File: src/rtl/tick_timer_pkg.sv
package tick_timer_pkg;

  typedef enum logic [1:0] {
    MODE_OFF     = 2'b00,
    MODE_RESTART = 2'b01,
    MODE_ONESHOT = 2'b10,
    MODE_FREE    = 2'b11
  } runMode_t;

  // strobes from control to datapath
  typedef struct packed {
    logic load;
    logic clear;
    logic step;
  } cntStrobe_t;

endpackage

File: src/rtl/tick_timer_ctrl.sv
module tick_timer_ctrl
  import tick_timer_pkg::*;
#(
  parameter int CNT_W = 32,
  parameter int PER_W = 28
) (
  input  logic             clk,
  input  logic             rstN,
  input  logic             tickEn,
  input  logic             modeWr,
  input  logic             cntWr,
  input  logic [CNT_W-1:0] wrData,
  input  logic [PER_W-1:0] countLow,
  output cntStrobe_t       strobe,
  output logic [CNT_W-1:0] modeWord,
  output logic             running,
  output logic             matchHit,
  output logic             irq
);

  localparam int PEND_BIT = PER_W;
  localparam int EN_BIT   = PER_W + 1;
  localparam int MODE_LSB = PER_W + 2;

  logic [PER_W-1:0] periodQ;
  logic             pendQ;
  logic             enQ;
  runMode_t         modeQ;
  logic             haltQ;
  logic [PER_W-1:0] lowInc;

  assign running  = (modeQ != MODE_OFF) && !haltQ;
  assign lowInc   = countLow + PER_W'(1);
  assign matchHit = running && tickEn && (lowInc == periodQ);

  always_comb begin
    strobe.load  = cntWr;
    strobe.clear = !cntWr && matchHit && (modeQ == MODE_RESTART);
    strobe.step  = !cntWr && running && tickEn && !(matchHit && (modeQ == MODE_RESTART));
  end

  always_ff @(posedge clk) begin
    if (!rstN) begin
      periodQ <= '0;
      pendQ   <= 1'b0;
      enQ     <= 1'b0;
      modeQ   <= MODE_OFF;
      haltQ   <= 1'b0;
    end else begin
      pendQ <= (modeWr ? (pendQ & wrData[PEND_BIT]) : pendQ) | (matchHit & enQ);
      if (modeWr) begin
        periodQ <= wrData[PER_W-1:0];
        enQ     <= wrData[EN_BIT];
        modeQ   <= runMode_t'(wrData[MODE_LSB +: 2]);
        haltQ   <= 1'b0;
      end else if (matchHit && (modeQ == MODE_ONESHOT)) begin
        haltQ <= 1'b1;
      end
    end
  end

  always_comb begin
    modeWord                  = '0;
    modeWord[PER_W-1:0]       = periodQ;
    modeWord[PEND_BIT]        = pendQ;
    modeWord[EN_BIT]          = enQ;
    modeWord[MODE_LSB +: 2]   = modeQ;
  end

  assign irq = pendQ & enQ;

endmodule

File: src/rtl/tick_timer_dp.sv
module tick_timer_dp
  import tick_timer_pkg::*;
#(
  parameter int CNT_W = 32
) (
  input  logic             clk,
  input  logic             rstN,
  input  cntStrobe_t       strobe,
  input  logic [CNT_W-1:0] loadVal,
  output logic [CNT_W-1:0] countQ
);

  always_ff @(posedge clk) begin
    if (!rstN)             countQ <= '0;
    else if (strobe.load)  countQ <= loadVal;
    else if (strobe.clear) countQ <= '0;
    else if (strobe.step)  countQ <= countQ + CNT_W'(1);
  end

endmodule

File: src/rtl/tick_timer.sv
module tick_timer
  import tick_timer_pkg::*;
#(
  parameter int CNT_W = 32,
  parameter int PER_W = 28
) (
  input  logic             clk,
  input  logic             rstN,
  input  logic             tickEn,
  input  logic             wrEn,
  input  logic             wrSel,
  input  logic [CNT_W-1:0] wrData,
  input  logic             rdSel,
  output logic [CNT_W-1:0] rdData,
  output logic             irq
);

  cntStrobe_t       strobe;
  logic [CNT_W-1:0] countQ;
  logic [CNT_W-1:0] modeWord;
  logic             running;
  logic             matchHit;
  logic             cntWr;
  logic             modeWr;

  assign cntWr  = wrEn & ~wrSel;
  assign modeWr = wrEn & wrSel;

  tick_timer_ctrl #(.CNT_W(CNT_W), .PER_W(PER_W)) u_ctrl (
    .clk      (clk),
    .rstN     (rstN),
    .tickEn   (tickEn),
    .modeWr   (modeWr),
    .cntWr    (cntWr),
    .wrData   (wrData),
    .countLow (countQ[PER_W-1:0]),
    .strobe   (strobe),
    .modeWord (modeWord),
    .running  (running),
    .matchHit (matchHit),
    .irq      (irq)
  );

  tick_timer_dp #(.CNT_W(CNT_W)) u_dp (
    .clk     (clk),
    .rstN    (rstN),
    .strobe  (strobe),
    .loadVal (wrData),
    .countQ  (countQ)
  );

  assign rdData = rdSel ? modeWord : countQ;

endmodule

File: config.mk
export PLATFORM = sky130hd
export DESIGN_NAME = tick_timer
export DESIGN_NICKNAME = d
export VERILOG_FILES = /design/src/rtl/tick_timer_pkg.sv /design/src/rtl/tick_timer_ctrl.sv /design/src/rtl/tick_timer_dp.sv /design/src/rtl/tick_timer.sv
export SDC_FILE = /design/constraint.sdc
export NUM_CORES = 1
export LEC_CHECK = 0
export BUFFER_PORTS_ARGS = -buffer_cell sky130_fd_sc_hd__buf_4
export CAP_MARGIN = 20
export CELL_PAD_IN_SITES_DETAIL_PLACEMENT = 1
export CELL_PAD_IN_SITES_GLOBAL_PLACEMENT = 1
export CORE_AREA = 4 4 156 83
export CTS_CLUSTER_SIZE = 25
export DETAILED_ROUTE_END_ITERATION = 10
export DIE_AREA = 0 0 160 87
export PLACE_DENSITY_LB_ADDON = 0.1
export SYNTH_ARGS = -nofsm -noshare
export SYNTH_HDL_FRONTEND = slang
export SYNTH_SLANG_ARGS = --single-unit
File: constraint.sdc
create_clock -name clk -period 3.7 [get_ports clk]
set_clock_uncertainty 0.2 [all_clocks]
set_input_delay 0.37 -clock clk [delete_from_list [all_inputs] [get_ports clk]]
set_output_delay 0.37 -clock clk [all_outputs]
set_load 0.005 [all_outputs]
Word level (Yosys, flattened, before mapping)

Cells that the tools add are included.

Muxes and demuxes: 5
Reduce and logical (&&, ||, !) cells: 16
Add/sub/neg operators: 2
Equal/unequal tests: 3
Bitwise gates (word level): 8

Operators with widths:

| cell                  | count |
|---|---|
| $mux 32               | 4 |
| $add 32x1->32 const B | 1 |
| $add 28x1->28 const B | 1 |
| $eq 28x28->1          | 1 |
| $logic_and 1x1->1     | 10 |
| $and 1x1->1           | 5 |
| $logic_not 1->1       | 3 |
| $reduce_bool 3->1     | 1 |
| $eq 2x1->1 const B    | 1 |
| $eq 2x2->1 const B    | 1 |
| $not 1->1             | 2 |
| $reduce_bool 2->1     | 1 |
| $reduce_or 2->1       | 1 |
| $mux 1                | 1 |
| $or 1x1->1            | 1 |

Input port bits: 38
Register bits: 65
Output and inout bits: 33
Word-level logic and storage cells: 40

Logic depth before layout (Yosys ltp)

Gate-level depths: netlist (run 1).

Depth after elaboration: 10
Gate-level depth with buffers: 12
Mapped depth without buffers: 8

Cells and area by module

Synthesis (run 1) repeated with hierarchy kept, for this count alone.

Cell total of the unflattened synthesis: 580
Area total of the unflattened synthesis: 5,021.1 um^2

By module, submodules not included:

| module          | cells an instance | times used | sequential area each (um^2) | area each (um^2) |
|---|---|---|---|---|
| tick_timer_ctrl | 286               | 1          | 660.6                       | 2,502.4 |
| tick_timer_dp   | 256               | 1          | 640.6                       | 1,961.9 |
| tick_timer      | 38                | 1          | 0.0                         | 556.8 |

Worst setup path after synthesis (run 1)

No wires, ideal clock.

Kind: flip-flop to flip-flop
Start: register u_dp.countQ[0]
End: register u_dp.countQ[19]
Period minus slack after synthesis: 2.854 ns
Data required time: 3.349 ns
Arrival time: 2.503 ns
Path slack: 0.846 ns
Setup time: 0.151 ns
Buffers on the path: 3
Cell stages (with the launch flop): 12
Path through: dfxtp_1 > ha_1 > nand3_1 > or4_1 > buf_2 > nor4_2 > xnor2_1 > nand4_2 > nor2_2 > buf_6 > buf_6 > a41oi_2

Longest elaborated chain between the ends: 7
Elaborated cells on any way between the ends: 13
Classes of those cells: add/sub (2); eq/ne (1); mux (3); reduce/logical (7)

Ends and longest elaborated chain:

| item                                                 | RTL line                                     | source |
|---|---|---|
| start: declaration                                   | tick_timer_dp.sv:10                          | `output logic [CNT_W-1:0] countQ` |
| start signal: assignment                             | tick_timer_dp.sv:15                          | `else if (strobe.load) countQ <= loadVal;` |
| start signal: assignment                             | tick_timer_dp.sv:17                          | `else if (strobe.step) countQ <= countQ + CNT_W'(1);` |
| $add 28x1->28                                        | tick_timer_ctrl.sv:33                        | `assign lowInc = countLow + PER_W'(1);` |
| $eq 28x28->1                                         | tick_timer_ctrl.sv:34                        | `assign matchHit = running && tickEn && (lowInc == periodQ);` |
| $logic_and 1x1->1                                    | tick_timer_ctrl.sv:34                        |  |
| $logic_and 1x1->1 (on tied branches)                 | tick_timer_ctrl.sv:38, tick_timer_ctrl.sv:39 |  |
| $logic_and 1x1->1 or $logic_not 1->1 (tied branches) | tick_timer_ctrl.sv:38, tick_timer_ctrl.sv:39 |  |
| $mux 32 or $logic_and 1x1->1 (tied branches)         | tick_timer_dp.sv:16, tick_timer_ctrl.sv:39   |  |
| $mux 32 or $reduce_bool 3->1 (tied branches)         | n/a                                          |  |

Several ways; a longest one is shown, not always the timed one. The select of a mux whose other input is x is not followed.
A chain may end at the register's enable or synchronous reset.

Worst setup path in the final report (run 1)

Start: register u_dp.countQ[5]
End: register u_dp.countQ[18]

The elaborated chain is that of the path after synthesis.

==> flow_summary.toml, run 1 <==
[run_status]
status = "finished clean"

[synth]
syn_area_per_cell_um2 = 8.26
synth_seq_cells = 65
synth-seq-area-share_pct = 26.8
syn_area_um2 = 4860
ys_warn_count = 0
synth.distinct_cells = 64
yosysTopAreaCell = "dfxtp_1"
async_reset_ff_share_pct = 0
synth_ff_type = "dfxtp_1"
synth_enable_flop_cells = 0
yosysTopAreaCellShare_pct = 26.8
synth_area_leaders = "dfxtp_1, nand2_1, a21boi_0"
syn_nets = 627
netlist_instances = 588

[setup_path]
reg2reg_depth = 7
crit_path_cell_trace = "nand2_1 > nor4_2 > nand4_1 > a211oi_2 > nand4_2 > nor4_4 > o31ai_1"
r2r_start = "u_dp.countQ[5]"
cp.required_ns = 3.70
worstPathArrival_ns = 3.31
start_kind = "register"
path_buf_inv = 0
worst-setup-path-type = "register to register"
rrSetupSlack_ns = 0.39
cp_slowest_cell = "nor4_2"
r2r_end = "u_dp.countQ[18]"
crit_family = "simple AND/OR/NAND/NOR gates"
slowest_delay_ns = 0.69
cp-end-kind = "register"
critical_path_peak_fanout = 10

[clock_network]
clkLatencyLatePin_ns = 0.33
post_cts_resized = 0
postCtsSetupBuffers = 0
cts_tree = "built"
clock_path_buffers = 2
path_clk_slew_ns = 0.05
clock-sinks = 65
postCtsHoldBufs = 0
cts_buffers = 9
htreeDepth = 3
cts_root_buf = "clkbuf_16"

[hold_path]
hp-start = "wrData[16]"
hp-class = "input port to register"
min_path_cells = 3
hold_end = "u_dp.countQ[16]"

[sta]
tightest_slew_ns = 1.06
worst_hold_slack_ns = 0.0580
post-route-min-period_ns = 3.31
setup_viol = 0
hold_viol_final = 0
grt_setup_unrepaired = "no"
post-route-period-util_pct = 89.5
max_freq_ghz = 0.302
final_max_slew_viol_count = 0
tns_ns = 0
slew_headroom_pct = 29.4

[layout]
fin_cells = 778
area_growth_pct = 15.9
layout-drive-gt1-share_pct = 24.0
num_antenna_cells = 0
nets = 663
fin_util_pct = 48.7

[power]
power_leakage_uw = 0.00216
netSwitchingFraction_pct = 29.5
internal_power_uw = 1360
comb_power_share_pct = 18.1
ir_worst_vdd_uv = 194
total_power_uw = 1930
power.share.clock_pct = 40.7
p_seq_share_pct = 41.2
p_switching_uw = 570
power_density_nw_per_um2 = 344

[routing]
drt_iter0_drc = 315
wl_mm = 16.9
first_pass_iters = 5
drcViolationCount = 0
avgViaCountPerCell = 5.99
drtAntennaViolNets = 0
num_vias = 4663
wl_per_cell_um = 21.7

[die]
die_w_um = 160
fp.dieArea_um2 = 13900
coreArea_um2 = 11600
die_height_um = 87
rows = 28
initial_utilization_pct = 42.0
ioPinCount = 71

[global_route]
grt_overflow_total = 0
grt_max_degree = 39
first_global_vias = 4894
grt_pass1_wl_mm = 27.7
antenna_found_initial = 0
grtUsageTotal_pct = 25.1

[place]
gp_congestion = 0.896
dp.cells = 763
hpwl_mm = 12.0
io_buffer_count = 70

[flow_run]
cap_viol_max_count = 0
[worst reg2reg max path, stage by stage (launching register included)]
cell	delay (ns)
dfxtp_1	0.55
nand2_1	0.35
nor4_2	0.69
nand4_1	0.25
a211oi_2	0.30
nand4_2	0.18
nor4_4	0.50
o31ai_1	0.15
[cell usage after synthesis (all sizes together), types with 2 or more instances]
cell type and n:
nand2 118, dfxtp 65, a21boi 57, xnor2 37, mux2 30, xor2 29
a41oi 27, buf 27, clkbuf 27, nor2 23, nand4 17, nand3 15
nor3 13, nor4 11, and2 9, o21ai 7, and4 6, nor2b 6
o31ai 6, and3 5, inv 5, nor3b 5, a21oi 4, mux2i 3
nand2b 3, a211oi 2, a22o 2, a31o 2, and4b 2, o2111ai 2
o211ai 2, o21a 2, or4 2
[power groups by stage]
| stage | registers, uW | logic, uW | clock network [uW] |
|---|---|---|---|
| after floorplan | 773 | 242 | 0 |
| after global placement | 806 | 333 | 0 |
| final | 796 | 351 | 787 |
| after CTS | 794 | 351 | 802 |
| after detailed placement | 808 | 348 | 0 |
| after global routing | 802 | 384 | 829 |
[kinds of logic (layout without fill, tap and decap cells)]
family                     after synthesis  after routing  synth area share, %
AOI/OAI and AO/OA                      124            124                 21.5
xor gates and xnor gates                66             66                 11.9
adders and majority gates                1              1                0.258
buffers and inverters                   59             99                 6.05
DFF                                     65             65                 26.8
muxes                                   33             33                 7.57
and+or+nand+nor                        240            240                 25.9
[metal layers]
metal | wire length (um) | track usage (%)
met2 | 6870 | 37.1
met1 | 8850 | 37.5
met3 | 981 | 5.25
met4 | 189 | 5.23
met5 | 0 | 0
[cell type report]
type / instances / area [um2]
multi-input combinational: 464 / 3260
timing repair buffer: 79 / 593
sequential: 65 / 1300
fill: 1402 / 5930
inverter: 5 / 18.8
tap: 150 / 188
clock buffer: 12 / 246
clock inverter: 3 / 17.5
[registers in the layout, indices dropped and copies added (netlist names)]
name,count
u_ctrl.periodQ,28
u_dp.countQ,32
u_ctrl.haltQ,1
u_ctrl.pendQ,1
u_ctrl.enQ,1
u_ctrl.modeQ,2
[how the worst max path moves through the flow]
stage                         startpoint               to  slack (ns)  depth (start not counted)
after CTS                 u_dp.countQ[0]  u_dp.countQ[11]        0.42                          9
after global routing      u_dp.countQ[4]  u_dp.countQ[15]        0.12                          7
after detailed placement  u_dp.countQ[0]  u_dp.countQ[10]        0.42                          9
final                     u_dp.countQ[5]  u_dp.countQ[18]        0.39                          7
after global placement    u_dp.countQ[0]   u_dp.countQ[5]        0.58                          8
after floorplan           u_dp.countQ[0]  u_dp.countQ[19]        0.85                         11
[through the flow]
step	instance area, um2	setup slack [ns]
final	5630	0.387
after global routing	5630	0.124
after CTS	5630	0.423
after detailed placement	5370	0.425
after global placement	5370	0.585
after floorplan	4860	0.846
[cells in the final DEF, fill, tap and decap left out, types with 2 or more instances in the layout]
| cell type | instances |
|---|---|
| a21boi_0 | 57 |
| a21oi_1 | 4 |
| a22o_1 | 2 |
| a41oi_1 | 17 |
| a41oi_2 | 10 |
| and2_1 | 8 |
| and3_1 | 5 |
| and4_1 | 6 |
| buf_4 | 79 |
| clkbuf_1 | 2 |
| clkbuf_16 | 9 |
| clkinv_2 | 2 |
| dfxtp_1 | 65 |
| inv_1 | 5 |
| mux2_2 | 30 |
| mux2i_1 | 3 |
| nand2_1 | 118 |
| nand2b_1 | 3 |
| nand3_1 | 14 |
| nand4_1 | 13 |
| nand4_2 | 3 |
| nor2_1 | 22 |
| nor2b_1 | 5 |
| nor3_1 | 13 |
| nor3b_1 | 5 |
| nor4_1 | 5 |
| nor4_2 | 4 |
| nor4_4 | 2 |
| o2111ai_1 | 2 |
| o211ai_1 | 2 |
| o21a_1 | 2 |
| o21ai_0 | 7 |
| o31ai_1 | 6 |
| or4_1 | 2 |
| xnor2_1 | 37 |
| xor2_1 | 29 |
Note: power is estimated with default switching activity, not from simulation.
==> run 2: changes to the inputs <==
--- a/config.mk
+++ b/config.mk
@@ -5,7 +5,7 @@
 export SDC_FILE = /design/constraint.sdc
 export NUM_CORES = 1
 export LEC_CHECK = 0
-export BUFFER_PORTS_ARGS = -buffer_cell sky130_fd_sc_hd__buf_4
+export BUFFER_PORTS_ARGS = -buffer_cell sky130_fd_sc_hd__buf_2
 export CAP_MARGIN = 20
 export CELL_PAD_IN_SITES_DETAIL_PLACEMENT = 1
 export CELL_PAD_IN_SITES_GLOBAL_PLACEMENT = 1
==> constraint.sdc (replaced) <==
create_clock -name clk -period 3.55 [get_ports clk]
set_clock_uncertainty 0.2 [all_clocks]
set_input_delay 0.355 -clock clk [delete_from_list [all_inputs] [get_ports clk]]
set_output_delay 0.355 -clock clk [all_outputs]
set_load 0.005 [all_outputs]
==> flow_summary.toml, run 2 (synthesis results as in run 1) <==
[routing]
num_vias = 4667
wl_per_cell_um = 21.4
drt_iter0_drc = 453
drtAntennaViolNets = 0
drcViolationCount = 0
first_pass_iters = 4
wl_mm = 16.9
avgViaCountPerCell = 5.92

[place]
io_buffer_count = 70
gp_congestion = 0.911
hpwl_mm = 12.2
place_area_um2 = 5260
pre_cts_ws_ns = 0.308

[clock_network]
cts_tree = "built"
clock_path_buffers = 2
postCtsHoldBufs = 0
cts_root_buf = "clkbuf_16"
htreeDepth = 3
path_clk_slew_ns = 0.06
cts_buffers = 9
clock-sinks = 65
post_cts_resized = 0
postCtsSetupBuffers = 0
clkLatencyLatePin_ns = 0.34

[die]
initial_utilization_pct = 42.0
fp.dieArea_um2 = 13900
coreArea_um2 = 11600
rows = 28
die_height_um = 87
die_w_um = 160
ioPinCount = 71

[setup_path]
cp.required_ns = 3.54
r2r_start = "u_dp.countQ[0]"
critical_path_peak_fanout = 29
worstPathArrival_ns = 3.24
crit_start = "u_dp.countQ[0]"
start_kind = "register"
worst-setup-path-type = "register to register"
cp-end-kind = "register"

[layout]
top_regs = "u_dp.countQ x32, u_ctrl.periodQ x28, u_ctrl.modeQ x2"
num_antenna_cells = 0
layout-drive-gt1-share_pct = 25.2
final_cell_mix = "nand2_1, buf_2, dfxtp_1"
final_cell_area_um2 = 5580
nets = 672
largest_reg_flops = 32
seq_area_um2 = 1300
multi_input_area_um2 = 3260
layout_commonest_cell = "nand2_1"
num-fill-cells = 1412
area_growth_pct = 14.9
top_register = "u_dp.countQ"
fin_util_pct = 48.3

[global_route]
grt_max_degree = 36
grt_pass1_wl_mm = 27.1
first_global_vias = 4752
antenna_found_initial = 0
grt_overflow_total = 0
grtUsageTotal_pct = 24.9

[flow_run]
cap_viol_max_count = 0

[sta]
slew_headroom_pct = 37.2
post-route-period-util_pct = 91.5
final.setup.worst_slack_ns = 0.300
tns_ns = 0
grt_setup_unrepaired = "no"
final_max_slew_viol_count = 0
max_freq_ghz = 0.308
tightest_slew_ns = 0.939
hold_viol_final = 0
post-route-min-period_ns = 3.25
setup_viol = 0

[power]
ir_worst_vdd_uv = 164
total_power_uw = 2170
power_leakage_uw = 0.00220
p_seq_share_pct = 38.1
power.share.clock_pct = 45.6
power_density_nw_per_um2 = 389
netSwitchingFraction_pct = 28.4
internal_power_uw = 1550
p_switching_uw = 617
comb_power_share_pct = 16.3

[run_status]
status = "finished clean"

[hold_path]
hp-start = "wrData[23]"
hp-class = "input port to register"
[run 2: cell types whose count changed in the layout (fill, tap and decap cells not counted), sizes merged]
cell,before,now
clkinv,2,1
buf,79,88
bufinv,0,2
[run 2: worst max-delay path, cell delays in order (launching register included)]
cell      delay [ns]
dfxtp_1         0.49
nand3_2         0.33
a222oi_1        0.56
o21ai_0         0.25
nor3_1          0.26
nand2_1         0.09
and4b_4         0.70
a41oi_1         0.20
[run 2: final timing paths]
kind | end | slack [ns] | cells after the start
worst max-delay path | u_dp.countQ[1] | 0.30 | 7
worst min-delay path | u_dp.countQ[23] | 0.05 | 3
worst max register to register | u_dp.countQ[1] | 0.30 | 7
worst min register to register | u_ctrl.periodQ[9] | 0.29 | 2
[run 2: area by class of cell]
type                    instances  share of cell area [%]
multi-input cells             464                    58.5
flip-flops and latches         65                    23.3
repair buffers                 88                    8.70
clock buffers                  12                    4.42
well taps                     150                    3.36
clock inverters                 4                    1.37
inverters                       5                   0.336
[run 2: power by group through the flow]
stage / sequential (uW) / combinational, uW / clock, uW
4_1_cts: 825 / 351 / 1000
6_report: 827 / 354 / 990
3_5_place_dp: 840 / 347 / 0
5_1_grt: 833 / 385 / 1030
2_1_floorplan: 806 / 252 / 0
3_3_place_gp: 838 / 336 / 0
[run 2: metal layers]
layer / wire, um / GRT usage (%) / up-vias
met2: 6620 / 35.5 / 170
met4: 175 / 5.46 / 0
met3: 1160 / 4.92 / 18
li1: - / - / 2185
met5: 0 / 0 / -
met1: 8900 / 38.2 / 2294
[run 2: through the flow]
step	hold WS, ns	cells
floorplan	0.262	588
global placement	0.274	772
detailed placement	0.289	772
CTS	0.0352	788
global route	0.0484	788
finish	0.0483	788
